$ cat src/rtl/tbsel_pkg.sv
package tbsel_pkg;
    localparam int BYTE_W = 8;

    typedef enum logic [2:0] {
        TB_SYS_DIV12 = 3'b000,
        TB_SYS_DIV4  = 3'b001,
        TB_NEIGHBOUR = 3'b010,
        TB_PIN_FALL  = 3'b011,
        TB_SYS_FULL  = 3'b100,
        TB_XOSC_DIV  = 3'b101,
        TB_LFO_DIV   = 3'b110,
        TB_NONE      = 3'b111
    } tbase_e;

    typedef enum logic [1:0] {
        RA_CNT_LO = 2'd0,
        RA_SNAP   = 2'd1,
        RA_MODE   = 2'd2,
        RA_FLAG   = 2'd3
    } reg_addr_e;

    typedef struct packed {
        logic       idle_halt;
        logic       run;
        logic [1:0] zero;
        logic [2:0] tbase;
        logic       irq_en;
    } mode_t;
endpackage

$ cat src/rtl/tbsel_prescale.sv
module tbsel_prescale #(
    parameter int DIV = 12
) (
    input  logic clk,
    input  logic rst_n,
    output logic pulse_o
);
    localparam int CW = (DIV > 1) ? $clog2(DIV) : 1;
    localparam logic [CW-1:0] LAST = CW'(DIV - 1);

    logic [CW-1:0] cnt_d, cnt_q;

    always_comb begin
        cnt_d = (cnt_q == LAST) ? '0 : cnt_q + 1'b1;
    end

    always_ff @(posedge clk or negedge rst_n) begin
        if (!rst_n) cnt_q <= '0;
        else        cnt_q <= cnt_d;
    end

    assign pulse_o = (cnt_q == LAST);

    assert_div_range_R6: assert property (@(posedge clk) disable iff (!rst_n)
        cnt_q <= LAST);

    generate
        if (DIV > 1) begin : g_gap
            assert_div_gap_R6: assert property (@(posedge clk) disable iff (!rst_n)
                pulse_o |=> !pulse_o);
        end
    endgenerate
endmodule

$ cat src/rtl/tbsel_edge_sync.sv
module tbsel_edge_sync #(
    parameter int STAGES  = 2,
    parameter bit FALLING = 1'b1
) (
    input  logic clk,
    input  logic rst_n,
    input  logic din,
    output logic edge_o
);
    typedef struct packed {
        logic [STAGES-1:0] chain;
        logic              prev;
    } sync_t;

    sync_t s_d, s_q;
    logic  settled;

    always_comb begin
        s_d       = s_q;
        s_d.chain = {s_q.chain[STAGES-2:0], din};
        s_d.prev  = s_q.chain[STAGES-1];
    end

    always_ff @(posedge clk or negedge rst_n) begin
        if (!rst_n) s_q <= '0;
        else        s_q <= s_d;
    end

    assign settled = s_q.chain[STAGES-1];

    generate
        if (FALLING) begin : g_fall
            assign edge_o = s_q.prev & ~settled;
        end else begin : g_rise
            assign edge_o = ~s_q.prev & settled;
        end
    endgenerate

    assert_edge_single_R8: assert property (@(posedge clk) disable iff (!rst_n)
        edge_o |=> !edge_o);
endmodule

$ cat src/rtl/tbsel_osc_div.sv
module tbsel_osc_div #(
    parameter int STAGES = 2,
    parameter int DIV    = 8
) (
    input  logic clk,
    input  logic rst_n,
    input  logic osc_i,
    output logic pulse_o
);
    localparam int CW = (DIV > 1) ? $clog2(DIV) : 1;
    localparam logic [CW-1:0] LAST = CW'(DIV - 1);

    logic          rise;
    logic [CW-1:0] cnt_d, cnt_q;

    tbsel_edge_sync #(.STAGES(STAGES), .FALLING(1'b0)) u_sync (
        .clk    (clk),
        .rst_n  (rst_n),
        .din    (osc_i),
        .edge_o (rise)
    );

    always_comb begin
        cnt_d = cnt_q;
        if (rise) cnt_d = (cnt_q == LAST) ? '0 : cnt_q + 1'b1;
    end

    always_ff @(posedge clk or negedge rst_n) begin
        if (!rst_n) cnt_q <= '0;
        else        cnt_q <= cnt_d;
    end

    assign pulse_o = rise && (cnt_q == LAST);

    assert_osc_gap_R9: assert property (@(posedge clk) disable iff (!rst_n)
        pulse_o |=> !pulse_o);
    assert_osc_hold_R9: assert property (@(posedge clk) disable iff (!rst_n)
        !rise |=> $stable(cnt_q));
endmodule

$ cat src/rtl/tbsel_counter.sv
module tbsel_counter
    import tbsel_pkg::*;
#(
    parameter int DIV_SLOW    = 12,
    parameter int DIV_FAST    = 4,
    parameter int OSC_DIV     = 8,
    parameter int SYNC_STAGES = 2
) (
    input  logic              clk,
    input  logic              rst_n,
    input  logic              cpu_idle_i,
    input  logic              tmr_ovf_i,
    input  logic              ext_cnt_i,
    input  logic              xosc_i,
    input  logic              lfo_i,
    input  logic              bus_wr_i,
    input  logic              bus_rd_i,
    input  logic [1:0]        bus_addr_i,
    input  logic [BYTE_W-1:0] bus_wdata_i,
    output logic [BYTE_W-1:0] bus_rdata_o,
    output logic              irq_o
);
    localparam int CNT_W = 2 * BYTE_W;

    typedef struct packed {
        logic [CNT_W-1:0]  count;
        logic [BYTE_W-1:0] snap;
        mode_t             mode;
        logic              flag;
        logic [BYTE_W-1:0] rdata;
    } state_t;

    state_t s_d, s_q;
    logic   p_slow, p_fast, p_pin, p_xosc, p_lfo;
    logic   src, enable, tick, wrap, flag_clr;

    tbsel_prescale #(.DIV(DIV_SLOW)) u_pre_slow (.clk(clk), .rst_n(rst_n), .pulse_o(p_slow));
    tbsel_prescale #(.DIV(DIV_FAST)) u_pre_fast (.clk(clk), .rst_n(rst_n), .pulse_o(p_fast));

    tbsel_edge_sync #(.STAGES(SYNC_STAGES), .FALLING(1'b1)) u_pin (
        .clk(clk), .rst_n(rst_n), .din(ext_cnt_i), .edge_o(p_pin));

    tbsel_osc_div #(.STAGES(SYNC_STAGES), .DIV(OSC_DIV)) u_xosc (
        .clk(clk), .rst_n(rst_n), .osc_i(xosc_i), .pulse_o(p_xosc));
    tbsel_osc_div #(.STAGES(SYNC_STAGES), .DIV(OSC_DIV)) u_lfo (
        .clk(clk), .rst_n(rst_n), .osc_i(lfo_i), .pulse_o(p_lfo));

    always_comb begin
        unique case (tbase_e'(s_q.mode.tbase))
            TB_SYS_DIV12: src = p_slow;
            TB_SYS_DIV4:  src = p_fast;
            TB_NEIGHBOUR: src = tmr_ovf_i;
            TB_PIN_FALL:  src = p_pin;
            TB_SYS_FULL:  src = 1'b1;
            TB_XOSC_DIV:  src = p_xosc;
            TB_LFO_DIV:   src = p_lfo;
            default:      src = 1'b0;
        endcase
        enable   = s_q.mode.run && !(s_q.mode.idle_halt && cpu_idle_i);
        tick     = enable && src;
        wrap     = tick && (s_q.count == {CNT_W{1'b1}});
        flag_clr = bus_wr_i && (reg_addr_e'(bus_addr_i) == RA_FLAG) && !bus_wdata_i[0];
    end

    always_comb begin
        s_d = s_q;
        if (tick) s_d.count = s_q.count + 1'b1;

        if (bus_wr_i && (reg_addr_e'(bus_addr_i) == RA_MODE)) begin
            s_d.mode      = mode_t'(bus_wdata_i);
            s_d.mode.zero = 2'b00;
        end

        if (flag_clr) s_d.flag = 1'b0;
        if (wrap)     s_d.flag = 1'b1;

        if (bus_rd_i) begin
            unique case (reg_addr_e'(bus_addr_i))
                RA_CNT_LO: begin
                    s_d.rdata = s_q.count[BYTE_W-1:0];
                    s_d.snap  = s_q.count[CNT_W-1:BYTE_W];
                end
                RA_SNAP:   s_d.rdata = s_q.snap;
                RA_MODE:   s_d.rdata = s_q.mode;
                default:   s_d.rdata = {{(BYTE_W-1){1'b0}}, s_q.flag};
            endcase
        end
    end

    always_ff @(posedge clk or negedge rst_n) begin
        if (!rst_n) s_q <= '0;
        else        s_q <= s_d;
    end

    assign bus_rdata_o = s_q.rdata;
    assign irq_o       = s_q.flag && s_q.mode.irq_en;

    assert_step_R5: assert property (@(posedge clk) disable iff (!rst_n)
        tick |=> s_q.count == $past(s_q.count) + 1'b1);
    assert_norun_R5: assert property (@(posedge clk) disable iff (!rst_n)
        !s_q.mode.run |=> $stable(s_q.count));
    assert_hold_R4: assert property (@(posedge clk) disable iff (!rst_n)
        !tick |=> $stable(s_q.count));
    assert_reserved_R10: assert property (@(posedge clk) disable iff (!rst_n)
        (s_q.mode.tbase == 3'b111) |=> $stable(s_q.count));
    assert_idle_R14: assert property (@(posedge clk) disable iff (!rst_n)
        (s_q.mode.idle_halt && cpu_idle_i) |=> $stable(s_q.count));
    assert_wrap_R11: assert property (@(posedge clk) disable iff (!rst_n)
        (s_q.count == {CNT_W{1'b1}} && tick) |=> (s_q.flag && s_q.count == '0));
    assert_sticky_R11: assert property (@(posedge clk) disable iff (!rst_n)
        (s_q.flag && !flag_clr) |=> s_q.flag);
    assert_snap_R3: assert property (@(posedge clk) disable iff (!rst_n)
        (bus_rd_i && bus_addr_i == 2'd0) |=> s_q.snap == $past(s_q.count[CNT_W-1:BYTE_W]));
    assert_irq_off_R13: assert property (@(posedge clk) disable iff (!rst_n)
        !s_q.flag |-> !irq_o);
endmodule

$ cat config.mk
export PLATFORM = sky130hd
export DESIGN_NAME = tbsel_counter
export DESIGN_NICKNAME = d
export VERILOG_FILES = /design/src/rtl/tbsel_pkg.sv /design/src/rtl/tbsel_prescale.sv /design/src/rtl/tbsel_edge_sync.sv /design/src/rtl/tbsel_osc_div.sv /design/src/rtl/tbsel_counter.sv
export SDC_FILE = /design/constraint.sdc
export NUM_CORES = 1
export LEC_CHECK = 0
export BUFFER_PORTS_ARGS = -buffer_cell sky130_fd_sc_hd__clkbuf_2
export CAP_MARGIN = 30
export CELL_PAD_IN_SITES_DETAIL_PLACEMENT = 1
export CELL_PAD_IN_SITES_GLOBAL_PLACEMENT = 2
export CORE_UTILIZATION = 30
export DETAILED_ROUTE_END_ITERATION = 6
export PLACE_DENSITY = 0.71
export SYNTH_ARGS = -nofsm -noshare
export SYNTH_HDL_FRONTEND = slang
export SYNTH_SLANG_ARGS = --single-unit
$ cat constraint.sdc
create_clock -name clk -period 3.89 [get_ports clk]
set_input_delay 0.778 -clock clk [delete_from_list [all_inputs] [get_ports clk]]
set_output_delay 0.778 -clock clk [all_outputs]
set_load 0.005 [all_outputs]
* Word level (Yosys, flattened, before mapping)
Cells that the tools add are included.
** Storage, ports and cells
- Flip-flop bits (word level) :: 60
- Word-level logic and storage cells :: 67
- Input port bits :: 19
** Cells by class
- Reduce and logical (&&, ||, !) cells :: 16
- Add/subtract/negate cells :: 5
- Bitwise operators :: 6
- Mux-type cells :: 8
- Eq/ne operators :: 14
** Operator list (count)
- $pmux 8 s3 :: 1
- $add 16x1->16 const B :: 1
- $eq 16x16->1 const B :: 1
- $eq 3x3->1 const B :: 5
- $logic_and 1x1->1 :: 10
- $pmux 1 s7 :: 1
- $add 3x1->3 const B :: 2
- $eq 2x2->1 const B :: 3
- $eq 3x2->1 const B :: 2
- $mux 3 :: 2
- $add 4x1->4 const B :: 1
- $eq 4x4->1 const B :: 1
- $mux 4 :: 1
- $and 1x1->1 :: 3
- $eq 3x1->1 const B :: 1
- $logic_not 3->1 :: 1
- $not 1->1 :: 3
- $add 2x1->2 const B :: 1
- $eq 2x1->1 const B :: 1
- $logic_not 1->1 :: 2
- $logic_not 2->1 :: 1
- $mux 1 :: 2
- $mux 2 :: 1
- $reduce_and 2->1 :: 1
- $reduce_bool 2->1 :: 1

* Longest topological paths before layout
Gate-level depths: netlist of the first run.
- Word-level depth :: 7
- Gate-level depth with buffers :: 8
- Mapped depth without buffers :: 7

* By module
Synthesis of the first run repeated with hierarchy kept, for this count alone.
** Second synthesis, totals
- Cell total of the unflattened synthesis :: 220
- Area total of the unflattened synthesis :: 2751.4 um2
** Modules (own cells, without submodules)
- tbsel_counter :: area each 1944.4 um2, cells each 166, times used 1, seq. area each 975.9 um2
- tbsel_osc_div :: area each 150.1 um2, cells each 12, times used 2, seq. area each 75.1 um2
- tbsel_edge_sync :: area each 88.8 um2, cells each 4, times used 3, seq. area each 75.1 um2
- tbsel_prescale (u_pre_slow) :: area each 173.9 um2, cells each 14, times used 1, seq. area each 100.1 um2
- tbsel_prescale (u_pre_fast) :: area each 66.3 um2, cells each 4, times used 1, seq. area each 50.0 um2

* Worst setup path before layout of the first run
OpenSTA, ideal clock, no wires.
- Path kind :: flip-flop to flip-flop
- From :: register u_lfo.cnt_q[0]
- To :: register s_q[8] (netlist name)
- Cell stages (with the launch flop) :: 9
- Arrival time :: 1845 ps
- Data required time :: 3768 ps
- Setup time :: 122 ps
- Path buffers :: 1
- Setup slack :: 1924 ps
- Cell sequence :: dfrtp_1 > ha_1 > ha_1 > inv_1 > o21ai_0 > a311oi_2 > buf_6 > nor2_1 > a32o_1
** Between the ends
- Word-level cells in the longest chain between the ends :: 6
- Elaborated cells between the ends (all ways) :: 7
- Classes of those cells :: eq/ne (1); mux (2); reduce/logical (4)
** Ends and longest elaborated chain
- start, declared :: RTL line tbsel_osc_div.sv:14 : logic [CW-1:0] cnt_d, cnt_q;
- start signal, assigned :: RTL line tbsel_osc_div.sv:30 : else cnt_q <= cnt_d;
- $eq 3x3->1 (*) :: RTL line tbsel_osc_div.sv:33 : assign pulse_o = rise && (cnt_q == LAST);
- $logic_and 1x1->1 (*) :: RTL line tbsel_osc_div.sv:33
- $pmux 1 s7 (*) :: RTL line tbsel_counter.sv:49 : unique case (tbase_e'(s_q.mode.tbase))
- $logic_and 1x1->1 (*) :: RTL line tbsel_counter.sv:60 : tick = enable && src;
- $logic_and 1x1->1 (*) :: RTL line tbsel_counter.sv:61 : wrap = tick && (s_q.count == {CNT_W{1'b1}});
- $mux 1 / $reduce_bool 2->1 (equally long branches)
- end signal, assigned :: RTL line tbsel_counter.sv:91 : if (!rst_n) s_q <= '0;
- end signal, assigned :: RTL line tbsel_counter.sv:92 : else s_q <= s_d;
- end, declared :: RTL line tbsel_counter.sv:33 : state_t s_d, s_q;
Mark *: on every way between the ends. The rest lies on a longest branch, timed or not.
A chain may end at the register's enable or synchronous reset.

* Worst setup path after layout of the first run
- From :: register u_pre_slow.cnt_q[0]
- To :: register s_q[26] (netlist name)
** Between the ends
- Word-level cells in the longest chain between the ends :: 3
** Ends and longest elaborated chain
- start, declared :: RTL line tbsel_prescale.sv:11 : logic [CW-1:0] cnt_d, cnt_q;
- start signal, assigned :: RTL line tbsel_prescale.sv:19 : else cnt_q <= cnt_d;
- $eq 4x4->1 :: RTL line tbsel_prescale.sv:22 : assign pulse_o = (cnt_q == LAST);
- $pmux 1 s7 :: RTL line tbsel_counter.sv:49
- $logic_and 1x1->1 :: RTL line tbsel_counter.sv:60
No other way between the ends.

==> flow_summary.toml, run 1 <==
[routing]
met1_length_um = 2722
first_pass_iters = 4
dr_total_vias = 1748
post-route-drc-count = 0
met2RoutedLength_um = 2428
wl_met3_um = 156
routed.top_layer = "met4"
drtIter0Drc = 66
routed_wire_length_per_instance_um = 15.09
drtAntennaViolNets = 0
routed_wirelength_um = 5416
viasPerCell = 4.869

[power]
power-per-cell-area_nw_per_um2 = 486.7
irDropWorstVdd_mv = 0.1478
total_power_mw = 1.490
p_leak_nw = 1.445

[worst_setup_path]
rrSetupSlack_ps = 1700
timing.critical_path.to_type = "flip-flop"
path_max_fanout = 15
worstPathRequired_ps = 4110
startpoint_type = "flip-flop"
timing.setup.critical_path_class = "reg2reg"
worst_ep_arrival_time_ps = 2410

[sta]
slew_headroom_pct = 51.19
fin_worst_skew_ps = 8.614
finalSetupViolCount = 0
tightestPinTransition_ps = 729.0
max_freq_ghz = 0.4567
timing.final.crit_period_ps = 2190
rsz0062_at_grt = "false"
final_max_slew_viol_count = 0
tns_setup_ps = 0
hold_viol = 0
period_utilisation_layout_pct = 56.29

[clock_tree]
cts_made_buffers = 9
cts-htree-levels = 3
clock_pin_slew_on_the_worst_setup_and_hold_paths_ps = 70
cts.sinks = 60
tritoncts = "done"
cts_repair_resize_count = 0
clk_root_buffer_cell = "clkbuf_8"
clock_insertion_delay_worst_skew_ps = 340
postCtsSetupRepairBufs = 0
cts_max_path_buffers = 2
cts_hold_buf = 0

[hold_path]
hold_class = "reg2reg"

[grt]
grt_first_pass_wirelength_um = 9501
globalRouteTotalUtil_pct = 13.90
grt_max_degree = 26
antenna_found_initial = 0
aggregate_global_routing_overflow = 0
grt_pass1_vias = 1820

[logic_synthesis]
ys_async_sr_fraction_pct = 100.0
ys_dominant_reg_cell = "dfrtp_1"
synth_enable_flop_cells = 0
syn-instance-count = 219
ys_warn_count = 0
syn_nets = 245
syn-mean-instance-area_um2 = 12.25
seq_area_frac_synth_pct = 55.97
ys_ff_latch = 60
synthDistinctLibCells = 37
netlist_area_um2 = 2683

[placement]
detailedPlacementHpwl_um = 3971
buffer_ports.inserted = 25
routability_driven_placement_congestion_ratio = 0.6682

[die]
io_pins = 28
die_width_um = 96.56
dieArea_um2 = 9324
die_h_um = 96.56
floorplan.rows = 34
floorplan.core_area_um2 = 8678
initial_utilization_pct = 30.91

[final_layout]
fraction_of_final_layout_cells_with_drive_strength_greater_than_1_pct = 27.09
diodes = 0
area_growth_pct = 14.09
nets_final = 272

[status]
outcome = "finished, final reports clean"

[flow_run]
max_cap_viol = 0
## metrics by stage
stage	std cells	hold slack, ps	setup WS, ps	utilization, %	cell area (um^2)
3_3_place_gp	343	332.5	1604	33.22	2883
5_1_grt	359	359.3	1503	35.27	3060
6_report	359	352.0	1700	35.27	3060
2_1_floorplan	219	331.2	1924	-	2683
4_1_cts	359	354.9	1676	35.27	3060
3_5_place_dp	343	336.3	1607	33.22	2883
## registers in the layout, summed over array words and instances, names as in the netlist
| signal | flops |
|---|---|
| bus_rdata_o | 8 |
| s_q | 31 |
| u_lfo.cnt_q | 3 |
| u_lfo.u_sync.s_d | 2 |
| u_lfo.u_sync.s_q | 1 |
| u_pin.s_d | 2 |
| u_pin.s_q | 1 |
| u_pre_fast.cnt_q | 2 |
| u_pre_slow.cnt_q | 4 |
| u_xosc.cnt_q | 3 |
| u_xosc.u_sync.s_d | 2 |
| u_xosc.u_sync.s_q | 1 |
## path summary, 6_finish.rpt
kind | start | end | depth (start not counted)
max | u_pre_slow.cnt_q[0]$_DFF_PN0_ | s_q[26]$_DFFE_PN0P_ | 7
min | u_lfo.u_sync.s_d[2]$_DFF_PN0_ | u_lfo.u_sync.s_d[0]$_DFF_PN0_ | 0
max in group asynchronous | rst_n | s_q[35]$_DFFE_PN0P_ | 2
min reg2reg | u_lfo.u_sync.s_d[2]$_DFF_PN0_ | u_lfo.u_sync.s_d[0]$_DFF_PN0_ | 0
min in group asynchronous | rst_n | s_q[27]$_DFFE_PN0P_ | 1
max reg2reg | u_pre_slow.cnt_q[0]$_DFF_PN0_ | s_q[26]$_DFFE_PN0P_ | 7
## critical path, stage by stage (launching register included)
cell,delay (ps)
dfrtp_1,370
ha_1,230
or4b_1,450
a31oi_1,190
a311oi_2,50
buf_4,220
nor2_1,200
mux2_2,360
## placed cells by master (no fill, tap or decap), types with 3 or more instances in the layout
cell type	instances
nand2b_1	4
o21ai_0	3
clkbuf_2	25
clkinvlp_4	3
nand3_1	6
dfrtp_1	60
inv_1	5
nor3_1	8
mux2_2	19
clkinv_4	3
nor2_1	16
xor2_1	15
ha_1	7
mux2i_1	7
o22ai_1	4
nand4_1	4
clkbuf_8	9
buf_4	3
nand2_1	12
a21oi_1	10
nand4b_1	3
## area by class of cell
type	instances	area (um^2)
fill	972	5618
multi-input combinational	142	1080
timing repair buffer	28	147.6
clock inverter	7	53.80
sequential	60	1501
clock buffer	9	123.9
tap	108	135.1
inverter	5	18.77
## cell usage after synthesis, types with 3 or more instances
| library cell | instances | area share [%] |
|---|---|---|
| xor2_1 | 15 | 4.9 |
| mux2_2 | 19 | 8.0 |
| mux2i_1 | 7 | 2.6 |
| nand4b_1 | 3 | 0.98 |
| buf_4 | 8 | 2.2 |
| nor2_1 | 16 | 2.2 |
| inv_1 | 5 | 0.70 |
| a21oi_1 | 10 | 1.9 |
| dfrtp_1 | 60 | 56 |
| nand3_1 | 6 | 1.1 |
| nand4_1 | 4 | 0.93 |
| o22ai_1 | 4 | 0.93 |
| o21ai_0 | 3 | 0.56 |
| nand2b_1 | 4 | 0.93 |
| nor3_1 | 8 | 1.5 |
| nand2_1 | 12 | 1.7 |
| ha_1 | 7 | 3.3 |
## power breakdown
part	internal (mW)	total, mW	switching, mW
Sequential	0.695	0.765	0.0703
Clock	0.232	0.497	0.265
Combinational	0.106	0.227	0.122
Total	1.03	1.49	0.457
## layer usage
metal	GRT usage, %	up-vias
li1	-	829
met4	6.250	0
met3	3.991	10
met2	20.77	23
met5	0	-
met1	18.62	886
## cell families (layout without fill, tap and decap cells)
group	Yosys count	after routing	synth area share (%)
DFF	60	60	55.97
xor gates and xnor gates	16	16	5.224
adders and majority gates	7	7	3.265
muxes	27	27	11.43
AOI/OAI and AO/OA	23	23	5.317
buffers and inverters	17	49	3.778
and+or+nand+nor	69	69	15.02
No activity file was read; power rests on OpenSTA's default activity.
==> run 2: changes to the inputs <==
--- a/config.mk
+++ b/config.mk
@@ -11,7 +11,7 @@
 export CELL_PAD_IN_SITES_GLOBAL_PLACEMENT = 2
 export CORE_UTILIZATION = 30
 export DETAILED_ROUTE_END_ITERATION = 6
-export PLACE_DENSITY = 0.71
+export PLACE_DENSITY = 0.74
 export SYNTH_ARGS = -nofsm -noshare
 export SYNTH_HDL_FRONTEND = slang
 export SYNTH_SLANG_ARGS = --single-unit
==> constraint.sdc (replaced) <==
create_clock -name clk -period 2 [get_ports clk]
set_input_delay 0.4 -clock clk [delete_from_list [all_inputs] [get_ports clk]]
set_output_delay 0.4 -clock clk [all_outputs]
set_load 0.005 [all_outputs]
==> flow_summary.toml, run 2 (synthesis results as in run 1) <==
[grt]
groute.layer.met1.usage_pct = 17.52
globalRouteTotalUtil_pct = 14.05
global_route.usage.met3_pct = 4.695
grt_pass1_vias = 1898
antenna_found_initial = 0
grt_busiest_layer = "met2"
aggregate_global_routing_overflow = 0
grt_first_pass_wirelength_um = 9535
grt_max_degree = 61
use_met2_pct = 22.42

[placement]
buffer_ports.inserted = 25
dpl_cell_area_um2 = 3005
routability_driven_placement_congestion_ratio = 0.7213
detailedPlacementHpwl_um = 3867

[die]
initial_utilization_pct = 30.91
floorplan.rows = 34
die_width_um = 96.56
io_pins = 28
dieArea_um2 = 9324
floorplan.core_area_um2 = 8678
die_h_um = 96.56

[sta]
period_utilisation_layout_pct = 103.2
hold_viol = 0
fin_worst_skew_ps = 9.575
final_max_slew_viol_count = 0
max_freq_ghz = 0.4847
timing.final.crit_period_ps = 2063
tightestPinTransition_ps = 460.2
rsz0062_at_grt = "true"
postLayoutSetupSlackWorst_ps = -63.10
finalSetupViolCount = 4
slew_headroom_pct = 69.23

[worst_setup_path]
timing.setup.critical_path_class = "reg2reg"
path_max_fanout = 14
worst-path-buf-inv = 1
critical_path.top_delay_family = "simple AND/OR/NAND/NOR gates"
biggest_cell_delay_along_the_critical_path_ps = 460
timing.critical_path.to_type = "flip-flop"
worstPathCellList = "nand2b_4 -> or4b_1 -> a31oi_1 -> a311oi_2 -> buf_12 -> or3_1 -> xnor2_1"
startpoint_type = "flip-flop"
worstPathRequired_ps = 2230
worst_ep_arrival_time_ps = 2290
critical_path.slowest_cell = "or4b_1"

[final_layout]
final_common_cell = "dfrtp_1"
fraction_of_final_layout_cells_with_drive_strength_greater_than_1_pct = 33.96
diodes = 0
largest-register = "s_q"
nets_final = 286
final_core_util_pct = 37.79
area_growth_pct = 22.25
most-common-layout-cells = "dfrtp_1 (60), clkbuf_2 (25), mux2_2 (19)"
largest_register_ffs = 31
final_design_instance_area_without_fill_um2 = 3279

[routing]
post-route-drc-count = 0
drtAntennaViolNets = 0
routed_wirelength_um = 5571
routed_wire_length_per_instance_um = 14.94
dr_total_vias = 1784
viasPerCell = 4.783
first_pass_iters = 4
drtIter0Drc = 57

[clock_tree]
clk_root_buffer_cell = "clkbuf_8"
cts-htree-levels = 3
clock_pin_slew_on_the_worst_setup_and_hold_paths_ps = 70
cts.sinks = 60
cts_max_path_buffers = 2
cts_made_buffers = 9
clock_insertion_delay_worst_skew_ps = 340
tritoncts = "done"
cts_hold_buf = 0

[hold_path]
hold_class = "in2async"

[status]
failed_checks = "negative setup slack"
outcome = "finished with violations"

[power]
p_leak_nw = 1.548
power-per-cell-area_nw_per_um2 = 985.8
irDropWorstVdd_mv = 0.3413

[flow_run]
max_cap_viol = 0
[run 2: changes by cell type in the layout (fill, tap and decap cells not counted), sizes merged]
| cell | change |
|---|---|
| bufinv | +2 |
| clkinv | -3 |
| buf | +14 |
| clkbuf | +3 |
| clkinvlp | -2 |
[run 2: area by class of cell]
type                    count  area (um^2)
inverters                   5        18.77
multi-input cells         142         1129
well taps                 108        135.1
flip-flops and latches     60         1501
repair buffers             42        277.8
clock inverters             4        72.57
clock buffers              12        145.1
fillers                   959         5399
[run 2: repair_timing]
item                       4_1_cts  5_1_grt
buffers inserted                 1        0
gates resized for setup          5        5
pin swaps                        1        1
setup endpoints to repair        8       17
[run 2: final timing paths]
path,from,end,slack [ps],cells past startpoint
setup reg to reg,u_pre_slow.cnt_q[2]$_DFF_PN0_,s_q[38]$_DFFE_PN0P_,-60,7
min in group clk,xosc_i,u_xosc.u_sync.s_d[2]$_DFF_PN0_,170,1
max in group asynchronous,rst_n,u_lfo.cnt_q[2]$_DFFE_PN0N_,1650,2
hold / removal,rst_n,u_xosc.u_sync.s_q[0]$_DFF_PN0_,50,2
hold reg to reg,u_lfo.u_sync.s_d[2]$_DFF_PN0_,u_lfo.u_sync.s_d[0]$_DFF_PN0_,350,0
setup / recovery,u_pre_slow.cnt_q[2]$_DFF_PN0_,s_q[38]$_DFFE_PN0P_,-60,7
[run 2: power breakdown]
group	switching, mW	leakage [nW]	internal [mW]
clock	0.481	0.107	0.735
combinational	0.293	0.672	0.264
sequential	0.108	0.770	1.35
[run 2: routing by layer]
metal / part of all wire (%) / wire [um] / vias to the layer above
met1: 47 / 2605 / 894
met4: 1.4 / 80 / 0
met5: 0 / 0 / -
met2: 48 / 2676 / 32
met3: 3.7 / 208 / 6
li1: - / - / 852
[run 2: per-stage QoR]
| stage | setup TNS [ps] | total power [mW] | setup WS (ps) | cells | hold slack, ps |
|---|---|---|---|---|---|
| after floorplan | 0 | 1.800 | 33.81 | 219 | 104.4 |
| after CTS | -327.3 | 3.284 | -68.35 | 373 | 62.52 |
| final | -102.4 | 3.233 | -63.10 | 373 | 46.01 |
| after global placement | -103.9 | 2.005 | -51.07 | 356 | 332.9 |
| after detailed placement | -341.6 | 2.030 | -71.23 | 356 | 336.3 |
| after global routing | -1584 | 3.424 | -152.9 | 373 | 69.06 |
==> run 3: changes to the inputs <==
--- a/config.mk
+++ b/config.mk
@@ -11,7 +11,8 @@
 export CELL_PAD_IN_SITES_GLOBAL_PLACEMENT = 2
 export CORE_UTILIZATION = 30
 export DETAILED_ROUTE_END_ITERATION = 6
-export PLACE_DENSITY = 0.74
+export PLACE_DENSITY = 0.73
 export SYNTH_ARGS = -nofsm -noshare
 export SYNTH_HDL_FRONTEND = slang
+export SYNTH_HIERARCHICAL = 1
 export SYNTH_SLANG_ARGS = --single-unit
==> flow_summary.toml, run 3 <==
[logic_synthesis]
yosys.cell_count.top_type = "dfrtp_1"
synth_area_leaders = "dfrtp_1 (55%), mux2_2 (7.8%), mux2i_1 (3.3%)"
syn-instance-count = 220
ys_warn_count = 6
seq_area_frac_synth_pct = 54.57
synth.top_cell.area_share_pct = 54.57
synthDistinctLibCells = 44
ys_async_sr_fraction_pct = 100.0
yosys-top-cells-count = "dfrtp_1 (60), mux2_2 (19), nor2_1 (16)"
netlist_area_um2 = 2751
netlist.top_cell.by_area = "dfrtp_1"
synth_enable_flop_cells = 0
syn_nets = 246
ys_ff_latch = 60
syn-mean-instance-area_um2 = 12.51
ys_dominant_reg_cell = "dfrtp_1"

[final_layout]
nets_final = 278
most-common-layout-cells = "dfrtp_1 (60), clkbuf_2 (25), mux2_2 (19)"
largest_register_ffs = 31
diodes = 0
largest-register = "s_q"
area_growth_pct = 20.15
fraction_of_final_layout_cells_with_drive_strength_greater_than_1_pct = 37.50
final_common_cell = "dfrtp_1"

[grt]
grt_pass1_vias = 1777
antenna_found_initial = 0
grt_max_degree = 61
globalRouteTotalUtil_pct = 12.48
grt_first_pass_wirelength_um = 9094
aggregate_global_routing_overflow = 0

[routing]
drtAntennaViolNets = 0
first_pass_iters = 6
drtIter0Drc = 95
post-route-drc-count = 9
viasPerCell = 4.681
routed_wirelength_um = 5258
routed_wire_length_per_instance_um = 14.45
dr_total_vias = 1704

[power]
p_leak_nw = 1.540
cell_internal_pwr_mw = 2.552
p_clk_share_pct = 37.5
comb_power_share_pct = 18.0
swShare_pct = 26.82
power-per-cell-area_nw_per_um2 = 1055
share_seq_of_total_power_pct = 44.6
power.switching_uw = 935.3
irDropWorstVdd_mv = 0.3864

[sta]
hold_viol = 0
hold_ws_ps = 57.59
final_max_slew_viol_count = 0
max_freq_ghz = 0.5235
period_utilisation_layout_pct = 95.51
finalSetupViolCount = 0
postLayoutSetupSlackWorst_ps = 89.73
tns_setup_ps = 0
timing.final.crit_period_ps = 1910
tightestPinTransition_ps = 447.9
fin_worst_skew_ps = 9.232
slew_headroom_pct = 70.05

[die]
die_width_um = 97.77
io_pins = 28
die_h_um = 97.77
dieArea_um2 = 9558
floorplan.rows = 34
initial_utilization_pct = 31.24
floorplan.core_area_um2 = 8806

[clock_tree]
cts_made_buffers = 9
tritoncts = "done"
clk_root_buffer_cell = "clkbuf_8"
cts.sinks = 60
cts_hold_buf = 0
cts_max_path_buffers = 2
clock_insertion_delay_worst_skew_ps = 340
cts-htree-levels = 3
clock_pin_slew_on_the_worst_setup_and_hold_paths_ps = 70

[hold_path]
hold_class = "in2async"

[worst_setup_path]
startpoint_type = "flip-flop"
timing.critical_path.to_type = "flip-flop"
timing.setup.critical_path_class = "reg2reg"
worst_ep_arrival_time_ps = 2130
worstPathRequired_ps = 2220
path_max_fanout = 7

[status]
failed_checks = "design-rule violations"
outcome = "finished with violations"

[placement]
buffer_ports.inserted = 25
detailedPlacementHpwl_um = 3706
routability_driven_placement_congestion_ratio = 0.6866
pre_cts_slack_ps = 33.63

[flow_run]
max_cap_viol = 0
[run 3: cell count changes in the layout (fill, tap and decap cells not counted), sizes merged, moves of 3 or more]
| cell | previous run | this run |
|---|---|---|
| nor2b | 1 | 4 |
| xnor2 | 1 | 6 |
| xor2 | 15 | 9 |
| nor3 | 8 | 4 |
| buf | 17 | 10 |
[run 3: layout make-up]
class | count | area, um^2
sequential | 60 | 1501
fill | 943 | 5500
multi-input combinational | 140 | 1180
timing repair buffer | 35 | 229.0
clock inverter | 5 | 100.1
inverter | 6 | 22.52
clock buffer | 10 | 137.6
tap | 108 | 135.1
[run 3: power by group through the flow]
stage | clock network, mW | logic [mW] | registers [mW]
2_1_floorplan | 0 | 0.406 | 1.50
3_3_place_gp | 0 | 0.516 | 1.57
3_5_place_dp | 0 | 0.534 | 1.58
4_1_cts | 1.35 | 0.540 | 1.55
5_1_grt | 1.39 | 0.722 | 1.58
6_report | 1.31 | 0.626 | 1.55
[run 3: critical path: stages, from the launching register on]
cell and delay [ps]:
dfrtp_1 390, ha_2 200, ha_4 160, and2_4 130, mux2i_1 150, o211ai_2 140
and3b_2 300, mux2_4 310
[run 3: cell families (layout without fill, tap and decap cells)]
group | count (synthesis) | count (layout) | synth area share (%)
AND/OR/NAND/NOR | 69 | 69 | 17.01
flip-flops | 60 | 60 | 54.57
multiplexers | 30 | 30 | 12.28
buffers and inverters | 20 | 56 | 4.138
AO/OA/AOI/OAI | 19 | 19 | 4.047
XOR/XNOR | 15 | 15 | 4.775
adder cells (fa/ha/maj) | 7 | 7 | 3.183
[run 3: repair_timing]
action,CTS,global route
setup endpoints to repair,0,17
buffers inserted,0,3
gates resized for setup,0,11
hold endpoints to repair,0,0
[run 3: path summary, 6_finish.rpt]
check / startpoint / endpoint / slack [ps] / cells past startpoint
setup / recovery: u_lfo/cnt_q[1]$_DFFE_PN0P_ / s_q[26]$_DFFE_PN0P_ / 90 / 7
hold / removal: rst_n / s_q[22]$_DFFE_PN0P_ / 60 / 2
setup reg to reg: u_lfo/cnt_q[1]$_DFFE_PN0P_ / s_q[26]$_DFFE_PN0P_ / 90 / 7
hold reg to reg: u_lfo/u_sync/s_d[2]$_DFF_PN0_ / u_lfo/u_sync/s_d[0]$_DFF_PN0_ / 350 / 0
max in group asynchronous: rst_n / s_q[26]$_DFFE_PN0P_ / 1670 / 2
min in group clk: ext_cnt_i / u_pin/s_d[2]$_DFF_PN0_ / 160 / 1
[run 3: layer usage]
layer / track usage [%] / vias to the layer above / wire (um)
li1: - / 821 / -
met1: 16.38 / 843 / 2490
met2: 19.04 / 27 / 2491
met3: 2.004 / 13 / 120
met4: 8.392 / 0 / 155
met5: 0 / - / 0
[run 3: metrics by stage]
stage                     power (mW)  util, %  instance area, um^2  instances
after global placement         2.087    34.04                 2998        346
after CTS                      3.444    36.74                 3236        361
after global routing           3.692    37.54                 3306        364
after detailed placement       2.110    34.04                 2998        346
final                          3.487    37.54                 3306        364
after floorplan                1.907        -                 2751        220
